--- src/rtl/rc_pkg.sv ---
package rc_pkg;
  typedef enum logic [1:0] {
    LBL_ORD   = 2'b00,
    LBL_NSYNC = 2'b01,
    LBL_ACQ   = 2'b10,
    LBL_REL   = 2'b11
  } op_label_e;

  localparam int CLS_ORD = 0;
  localparam int CLS_SRD = 1;
  localparam int CLS_SWR = 2;
  localparam int CLS_ACQ = 3;
  localparam int NUM_CLS = 4;

  // counters an operation of this label/direction occupies
  function automatic logic [NUM_CLS-1:0] class_mask(input logic [1:0] lbl, input logic wr);
    logic [NUM_CLS-1:0] m;
    m = '0;
    if (lbl == LBL_ORD) m[CLS_ORD] = 1'b1;
    else begin
      m[CLS_SRD] = ~wr;
      m[CLS_SWR] = wr;
    end
    if (lbl == LBL_ACQ) m[CLS_ACQ] = 1'b1;
    return m;
  endfunction
endpackage

--- src/rtl/rc_class_counter.sv ---
module rc_class_counter #(
  parameter int CNT_W = 4
) (
  input  logic             clk_i,
  input  logic             rst_ni,
  input  logic             inc_i,
  input  logic             dec_i,
  output logic [CNT_W-1:0] cnt_o,
  output logic             zero_o,
  output logic             full_o
);
  localparam logic [CNT_W-1:0] CntMax = {CNT_W{1'b1}};

  logic [CNT_W-1:0] cnt_q;
  logic             do_inc, do_dec;

  assign do_inc = inc_i && (cnt_q != CntMax);
  assign do_dec = dec_i && (cnt_q != '0);

  always_ff @(posedge clk_i or negedge rst_ni) begin
    if (!rst_ni)                cnt_q <= '0;
    else if (do_inc && !do_dec) cnt_q <= cnt_q + 1'b1;
    else if (do_dec && !do_inc) cnt_q <= cnt_q - 1'b1;
  end

  assign cnt_o  = cnt_q;
  assign zero_o = (cnt_q == '0);
  assign full_o = (cnt_q == CntMax);
endmodule

--- src/rtl/rc_tag_tracker.sv ---
module rc_tag_tracker #(
  parameter int TAG_W = 4
) (
  input  logic             clk_i,
  input  logic             rst_ni,
  input  logic             set_i,
  input  logic [TAG_W-1:0] set_tag_i,
  input  logic             clr_i,
  input  logic [TAG_W-1:0] clr_tag_i,
  input  logic [TAG_W-1:0] probe_tag_i,
  output logic             probe_busy_o,
  output logic [(1<<TAG_W)-1:0] busy_o
);
  localparam int NumTags = 1 << TAG_W;

  logic [NumTags-1:0] busy_q;

  for (genvar t = 0; t < NumTags; t++) begin : g_tag
    always_ff @(posedge clk_i or negedge rst_ni) begin
      if (!rst_ni)                                  busy_q[t] <= 1'b0;
      else if (set_i && set_tag_i == TAG_W'(t))     busy_q[t] <= 1'b1;
      else if (clr_i && clr_tag_i == TAG_W'(t))     busy_q[t] <= 1'b0;
    end
  end

  assign probe_busy_o = busy_q[probe_tag_i];
  assign busy_o       = busy_q;
endmodule

--- src/rtl/rc_issue_rules.sv ---
module rc_issue_rules
  import rc_pkg::*;
(
  input  logic               mode_pc_i,
  input  logic [1:0]         label_i,
  input  logic               is_write_i,
  input  logic               tag_busy_i,
  input  logic [NUM_CLS-1:0] zero_i,
  input  logic [NUM_CLS-1:0] full_i,
  output logic               ready_o
);
  logic [NUM_CLS-1:0] need;
  logic is_spec, is_rel, spec_ok, rel_ok, room_ok;

  always_comb begin
    need    = class_mask(label_i, is_write_i);
    is_spec = (label_i != LBL_ORD);
    is_rel  = (label_i == LBL_REL);
    // pc flavor lets a special read pass outstanding special writes
    spec_ok = zero_i[CLS_SRD] && (zero_i[CLS_SWR] || (mode_pc_i && !is_write_i));
    rel_ok  = zero_i[CLS_ORD] && zero_i[CLS_SRD] && zero_i[CLS_SWR];
    room_ok = ~|(need & full_i);
    ready_o = zero_i[CLS_ACQ] && !tag_busy_i && room_ok &&
              (!is_spec || spec_ok) && (!is_rel || rel_ok);
  end
endmodule

--- src/rtl/rc_order_gate.sv ---
module rc_order_gate
  import rc_pkg::*;
#(
  parameter int CNT_W = 4,
  parameter int TAG_W = 4
) (
  input  logic             clk_i,
  input  logic             rst_ni,
  input  logic             mode_pc_i,
  input  logic             op_valid_i,
  output logic             op_ready_o,
  input  logic [1:0]       op_label_i,
  input  logic             op_is_write_i,
  input  logic [TAG_W-1:0] op_tag_i,
  input  logic             done_valid_i,
  input  logic [TAG_W-1:0] done_tag_i,
  input  logic [1:0]       done_label_i,
  input  logic             done_is_write_i
);
  localparam int NumTags = 1 << TAG_W;

  logic               issue;
  logic [NUM_CLS-1:0] inc_v, dec_v, zero_v, full_v;
  logic [CNT_W-1:0]   cnt_v [NUM_CLS];
  logic               tag_busy;
  logic [NumTags-1:0] busy_v;
  logic [CNT_W-1:0]   cnt_ord, cnt_srd, cnt_swr, cnt_acq;

  assign issue = op_valid_i && op_ready_o;
  assign inc_v = issue ? class_mask(op_label_i, op_is_write_i) : '0;
  assign dec_v = done_valid_i ? class_mask(done_label_i, done_is_write_i) : '0;

  for (genvar c = 0; c < NUM_CLS; c++) begin : g_cls
    rc_class_counter #(.CNT_W(CNT_W)) u_cnt (
      .clk_i  (clk_i),
      .rst_ni (rst_ni),
      .inc_i  (inc_v[c]),
      .dec_i  (dec_v[c]),
      .cnt_o  (cnt_v[c]),
      .zero_o (zero_v[c]),
      .full_o (full_v[c])
    );
  end

  assign cnt_ord = cnt_v[CLS_ORD];
  assign cnt_srd = cnt_v[CLS_SRD];
  assign cnt_swr = cnt_v[CLS_SWR];
  assign cnt_acq = cnt_v[CLS_ACQ];

  rc_tag_tracker #(.TAG_W(TAG_W)) u_tags (
    .clk_i        (clk_i),
    .rst_ni       (rst_ni),
    .set_i        (issue),
    .set_tag_i    (op_tag_i),
    .clr_i        (done_valid_i),
    .clr_tag_i    (done_tag_i),
    .probe_tag_i  (op_tag_i),
    .probe_busy_o (tag_busy),
    .busy_o       (busy_v)
  );

  rc_issue_rules u_rules (
    .mode_pc_i  (mode_pc_i),
    .label_i    (op_label_i),
    .is_write_i (op_is_write_i),
    .tag_busy_i (tag_busy),
    .zero_i     (zero_v),
    .full_i     (full_v),
    .ready_o    (op_ready_o)
  );
endmodule

--- config.mk ---
export PLATFORM = sky130hd
export DESIGN_NAME = rc_order_gate
export DESIGN_NICKNAME = d
export VERILOG_FILES = /design/src/rtl/rc_pkg.sv /design/src/rtl/rc_class_counter.sv /design/src/rtl/rc_tag_tracker.sv /design/src/rtl/rc_issue_rules.sv /design/src/rtl/rc_order_gate.sv
export SDC_FILE = /design/constraint.sdc
export NUM_CORES = 1
export LEC_CHECK = 0
export BUFFER_PORTS_ARGS = -buffer_cell sky130_fd_sc_hd__buf_4
export CORE_MARGIN = 2
export CORE_UTILIZATION = 48
export DETAILED_ROUTE_END_ITERATION = 7
export GPL_ROUTABILITY_DRIVEN = 0
export PLACE_DENSITY = 0.76
export REMOVE_ABC_BUFFERS = 1
export SLEW_MARGIN = 15
export SYNTH_ARGS = -nofsm -noshare
export SYNTH_HDL_FRONTEND = slang
export SYNTH_SLANG_ARGS = --single-unit
--- constraint.sdc ---
create_clock -name clk_i -period 3.8 [get_ports clk_i]
set_clock_uncertainty 0.1 [all_clocks]
set_input_delay 0.76 -clock clk_i [delete_from_list [all_inputs] [get_ports clk_i]]
set_output_delay 0.76 -clock clk_i [all_outputs]
set_load 0.03 [all_outputs]
Word level (Yosys, flattened, before mapping):

Cells that the tools add are included.

* output and inout port bits: 1
* flip-flop bits (word level): 32
* input bits: 19

* bitwise gates (word level): 3
* magnitude comparators: 1
* multiplexer cells: 50
* reduce and logical (&&, ||, !) cells: 107
* add/subtract/negate cells: 8
* equality and inequality tests: 41

Operators by type and width (number)
* $eq 4x4->1 const B: 20
* $logic_and 1x1->1: 57
* $reduce_bool 2->1: 21
* $mux 4: 10
* $mux 1: 37
* $eq 4x3->1 const B: 8
* $logic_not 4->1: 6
* $add 4x1->4 const B: 4
* $eq 4x2->1 const B: 4
* $ne 4x4->1 const B: 4
* $reduce_bool 4->1: 4
* $sub 4x1->4 const B: 4
* $logic_not 1->1: 13
* $eq 4x1->1 const B: 2
* $eq 2x2->1 const B: 3
* $lt 4x5->1 const B: 1
* $and 4x4->4: 1
* $bmux 1 s4: 1
* $logic_not 2->1: 2
* $mux 2: 2
* $reduce_or 4->1: 1
* $logic_or 1x1->1: 3
* $not 1->1: 2

Depth between registers and ports, before layout:

* depth in word-level cells: 15
* depth in mapped cells: 12
* depth with buffers taken out: 11

By module:

A second synthesis with hierarchy kept.

* cells, all modules: 226
* area, all modules: 2307.2 um^2

By module, submodules not included
* rc_class_counter: area each 331.6 um^2, times used 4, cells each 32
* rc_tag_tracker: area each 817.0 um^2, times used 1, cells each 76
* rc_order_gate: area each 83.8 um^2, times used 1, cells each 13
* rc_issue_rules: area each 80.1 um^2, times used 1, cells each 9

Least setup slack after synthesis:

OpenSTA, ideal clock, no wires.

* path type: input -> register
* start point: in op_tag_i[1]
* end point: reg g_cls[1].u_cnt.cnt_q[3]
* stages: 12
* arrival: 3.317 ns
* slack: 0.303 ns
* library setup time: 0.080 ns
* path through: buf_2 -> mux4_2 -> mux2i_1 -> mux2_2 -> nor4b_1 -> ha_1 -> inv_1 -> ha_1 -> a21o_2 -> a21oi_1 -> mux2i_1 -> xnor2_1

* longest elaborated chain between the ends: 13
* elaborated cells between the ends (all ways): 15

Ends and longest elaborated chain
* start: declaration: line rc_order_gate.sv:14 `input logic [TAG_W-1:0] op_tag_i,`
* $bmux 1 s4 *: line rc_tag_tracker.sv:26 `assign probe_busy_o = busy_q[probe_tag_i];`
* $mux 1 (implied by the code) *: line rc_tag_tracker.sv:26
* $logic_not 1->1 *: line rc_issue_rules.sv:23 `ready_o = zero_i[CLS_ACQ] && !tag_busy_i && room_ok &&`
* $logic_and 1x1->1 * (3 in series): line rc_issue_rules.sv:23
* $logic_and 1x1->1 *: line rc_issue_rules.sv:24 `(!is_spec || spec_ok) && (!is_rel || rel_ok);`
* $logic_and 1x1->1 *: line rc_order_gate.sv:29 `assign issue = op_valid_i && op_ready_o;`
* $mux 4 *: line rc_order_gate.sv:30 `assign inc_v = issue ? class_mask(op_label_i, op_is_write_i) : '0;`
* $logic_and 1x1->1 *: line rc_class_counter.sv:17 `assign do_inc = inc_i && (cnt_q != CntMax);`
* $logic_not 1->1: line rc_class_counter.sv:23 `else if (do_dec && !do_inc) cnt_q <= cnt_q - 1'b1;`
* $logic_and 1x1->1: line rc_class_counter.sv:23
* $reduce_bool 2->1 (no source line)
* end signal: assignment: line rc_class_counter.sv:22 `else if (do_inc && !do_dec) cnt_q <= cnt_q + 1'b1;`
* end signal: assignment: line rc_class_counter.sv:23
* end: declaration: line rc_class_counter.sv:14 `logic [CNT_W-1:0] cnt_q;`

Mark *: on every way between the ends. The rest lies on a longest branch, timed or not. The select of a mux whose other input is x is not followed.
A chain may end at the register's enable or synchronous reset.

Final worst setup path:

* start point: reg g_cls[1].u_cnt.cnt_q[1]
* end point: reg g_cls[1].u_cnt.cnt_q[3]

* longest elaborated chain between the ends: 13
* elaborated cells between the ends (all ways): 28

Ends and longest elaborated chain
* $eq 4x4->1: line rc_class_counter.sv:28 `assign full_o = (cnt_q == CntMax);`
* $and 4x4->4: line rc_issue_rules.sv:22 `room_ok = ~|(need & full_i);`
* $reduce_or 4->1: line rc_issue_rules.sv:22
* $logic_not 1->1: line rc_issue_rules.sv:22
* $logic_and 1x1->1 (2 in series): line rc_issue_rules.sv:23
* $logic_and 1x1->1: line rc_issue_rules.sv:24
* $logic_and 1x1->1: line rc_order_gate.sv:29
* $mux 4: line rc_order_gate.sv:30
* $logic_and 1x1->1: line rc_class_counter.sv:17
* $logic_not 1->1: line rc_class_counter.sv:23
* $logic_and 1x1->1: line rc_class_counter.sv:23
* $reduce_bool 2->1 (no source line)

Several ways; a longest one is shown, not always the timed one. The select of a mux whose other input is x is not followed.

==> key figures <==
Synth
  – Yosys top cell by area: dfrtp_1
  – Main synth FF type: dfrtp_1
  – Gate Count Post-Synth: around 190
  – Syn avg cell area: 10.7 sq um
  – Number of synthesized flops with an enable pin: 0
  – Yosys top cell area share: 0.389
  – Synth warn: 0
  – Main area contributors after synthesis: dfrtp_1 39%, ha_1 7.3%, o21ai_0 5.1%
  – Synth Register Bits: 32
  – Post-synthesis sequential area ratio: 0.389
  – Synth Cell Area: just over 0.002 sq mm
  – Post-synth cell types: 36
  – Asr flop ratio synth: 1.00

Drt
  – Vias per cell: roughly 6.0
  – Drt first pass iters: 4
  – Antenna Violating Nets Remaining: 0
  – Iter 0 DRT Violations: roughly 130
  – DR DRC count: 0
  – Vias post-DR: 1608
  – Mean routed wirelength per cell: 16.0 um
  – WL final: about 4300 um

Clock network
  – Clock root cell: clkbuf_8
  – Clock slew at reported path FFs: about 70 ps
  – Post-CTS setup buffers: 0
  – Clock sink count: 32
  – Max H-tree Level: 2
  – CTS Buffer Depth: 2
  – Post_cts resized: 0
  – CTS Hold Bufs: 0
  – CTS buffer count: 5
  – TritonCTS clock tree: yes
  – Worst skew pair latency: 290 ps

Power and ir drop
  – Net Switching: 469 uW
  – Clock Power Share: 0.239
  – Pleak: 0.000971 uW
  – Pwr Density: roughly 570 mW/mm^2
  – Internal Power: just under 900 uW
  – Register share of total power: 0.428
  – Switching Fraction: 0.345
  – Max VDD drop: about 0.43 mV
  – Combinational power share: 0.334

Layout
  – Fin cells: between 200 and 300
  – Nets@finish: about 250
  – Ant diodes: 0
  – Final instance area: ~0.0024 sq mm
  – FF/Latch Area: 801 sq um
  – Multi-input logic area: ~0.0012 sq mm
  – Share of layout cells above drive strength 1: 0.212
  – Synth-to-Final Area Change: 14.9%
  – Filler instances: 358

Timing
  – Final Hold Fails: 0
  – Final setup viols: 0
  – Worst-Margin Slew: roughly 580 ps
  – Min Hold Slack: around 290 ps
  – Crit path time final: between 3000 and 4000 ps
  – Tcrit/Tclk final: 0.907
  – Setup TNS Final: 0 ps
  – Max Clk Rate: slightly below 300 MHz
  – RSZ-0062 raised after global routing: no
  – Max_slew headroom: 0.615
  – Slew Viols, Final: 0

Floorplan
  – Row cnt: 23
  – Die area: between 0.004 and 0.005 sq mm
  – Num ports: 20
  – Die W: about 70 um
  – Initial core utilization: 0.508
  – Die height: 69.5 um
  – Core area: approximately 0.004 sq mm

Flow run
  – # Max-Cap Violations: 0

Setup path
  – Worst-path fanout max: 5
  – CP Class: flop to flop
  – Req. time, crit path: approximately 3900 ps
  – Crit. End Element: flop
  – CP Launch Type: flop
  – R2R setup slack: about 350 ps
  – Crit path DAT: ~3600 ps

GRT
  – Initial antenna violation count: 0
  – Vias in the first global route: around 1700
  – Total gr overflow: 0
  – Pin count of the biggest net entering global routing: 33
  – First-pass GRT wire length: 7390 um
  – Total GRT Usage: 0.194

Run status
  – Outcome: finished, final reports clean

Hold path
  – Hold WC Path Type: input port to async pin

Place
  – Area after DPL: 0.00226 sq mm
  – Placed cell count: 259
  – Port Buf Inserts: 19
  – Post-DP HPWL: between 3000 and 4000 um
[path summary, 6_finish.rpt]
| check | startpoint | to | cells after the start |
|---|---|---|---|
| max in group asynchronous | rst_ni | g_cls[1].u_cnt.cnt_o[3]$_DFFE_PN0P_ | 1 |
| min | rst_ni | u_tags.busy_o[1]$_DFFE_PN0P_ | 1 |
| min reg2reg | g_cls[2].u_cnt.cnt_o[3]$_DFFE_PN0P_ | g_cls[2].u_cnt.cnt_o[3]$_DFFE_PN0P_ | 1 |
| max | g_cls[1].u_cnt.cnt_o[1]$_DFFE_PN0P_ | g_cls[1].u_cnt.cnt_o[3]$_DFFE_PN0P_ | 11 |
| max reg2reg | g_cls[1].u_cnt.cnt_o[1]$_DFFE_PN0P_ | g_cls[1].u_cnt.cnt_o[3]$_DFFE_PN0P_ | 11 |
| min in group clk_i | g_cls[2].u_cnt.cnt_o[3]$_DFFE_PN0P_ | g_cls[2].u_cnt.cnt_o[3]$_DFFE_PN0P_ | 1 |
[registers in the layout, indices dropped and copies added, names as in the netlist]
register,flops
u_tags.busy_o,16
g_cls.u_cnt.cnt_o,16
[power by group through the flow]
stage	clock network [uW]	logic (uW)	registers [uW]
6_report	324	453	580
5_1_grt	347	519	598
4_1_cts	331	460	580
3_5_place_dp	0	458	583
3_3_place_gp	0	444	579
2_1_floorplan	0	366	553
[placed cells by master, fill, tap and decap left out, types with 2 or more instances in the layout]
master	n
ha_1	12
o21ai_1	19
nand3_1	3
nand4_1	4
mux2i_1	6
a21oi_1	4
fa_1	4
and4b_1	2
nand2_1	9
a41oi_1	2
nand3b_1	2
or4_4	3
mux2_2	5
o21ai_0	21
o2111ai_1	2
buf_4	20
nor4b_1	3
xnor2_1	12
nand2b_1	3
nor2_1	12
mux4_2	4
nand4b_1	4
nor3b_1	3
clkbuf_8	5
or2_2	2
a21o_1	3
dfrtp_1	32
inv_1	5
[metal layers]
layer / track usage / vias to the layer above / part of all wire
li1: - / 775 / -
met1: 0.237 / 777 / 0.46
met2: 0.307 / 43 / 0.46
met3: 0.0683 / 13 / 0.054
met4: 0.0893 / 0 / 0.021
met5: 0 / - / 0
[worst max-delay path, stage by stage (launching register included)]
cell      delay, ps
dfrtp_1         430
or4_4           590
o311ai_4        440
nand2_4         110
nor4b_1         340
ha_1            240
inv_1           100
ha_1            270
a21o_2          210
a21oi_1         170
mux2i_1         240
xnor2_1         130
[cell families (layout without fill, tap and decap cells)]
family	Yosys count	count (layout)	synth area share
buffers and inverters	8	33	0.0152
and+or+nand+nor	55	55	0.175
adders and majority gates	16	16	0.112
AOI/OAI and AO/OA	54	54	0.158
xor gates and xnor gates	12	12	0.0510
DFF	32	32	0.389
muxes	15	15	0.100
[cells in the mapped netlist (2+ instances only)]
library cell  count
or4_4             3
mux2_2            5
o2111ai_1         2
mux4_2            4
nor3b_1           3
nand2_1           9
inv_1             5
mux2i_1           6
fa_1              4
a21o_1            3
nor4b_1           3
xnor2_1          12
dfrtp_1          32
nand3_1           3
o21ai_1          19
and4b_1           2
nand3b_1          2
a41oi_1           2
ha_1             12
o21ai_0          21
clkbuf_1          2
nand2b_1          3
nand4b_1          4
a21oi_1           4
nand4_1           4
nor2_1           12
or2_2             2
[final cells by class]
class	count	area share
Clock buffer	6	0.0307
Clock inverter	2	0.0148
Inverter	5	0.00793
Multi-Input combinational cell	152	0.519
Sequential cell	32	0.338
Tap cell	50	0.0264
Timing Repair Buffer	20	0.0634
[per-stage QoR]
| stage | power [uW] | setup slack, ps | utilization |
|---|---|---|---|
| after floorplan | 918 | 518 | - |
| after global placement | 1020 | 124 | 0.557 |
| after detailed placement | 1040 | 79.9 | 0.557 |
| after CTS | 1370 | 315 | 0.583 |
| after global routing | 1460 | 111 | 0.583 |
| final | 1360 | 354 | 0.583 |
(Power assumes the default switching activity.)
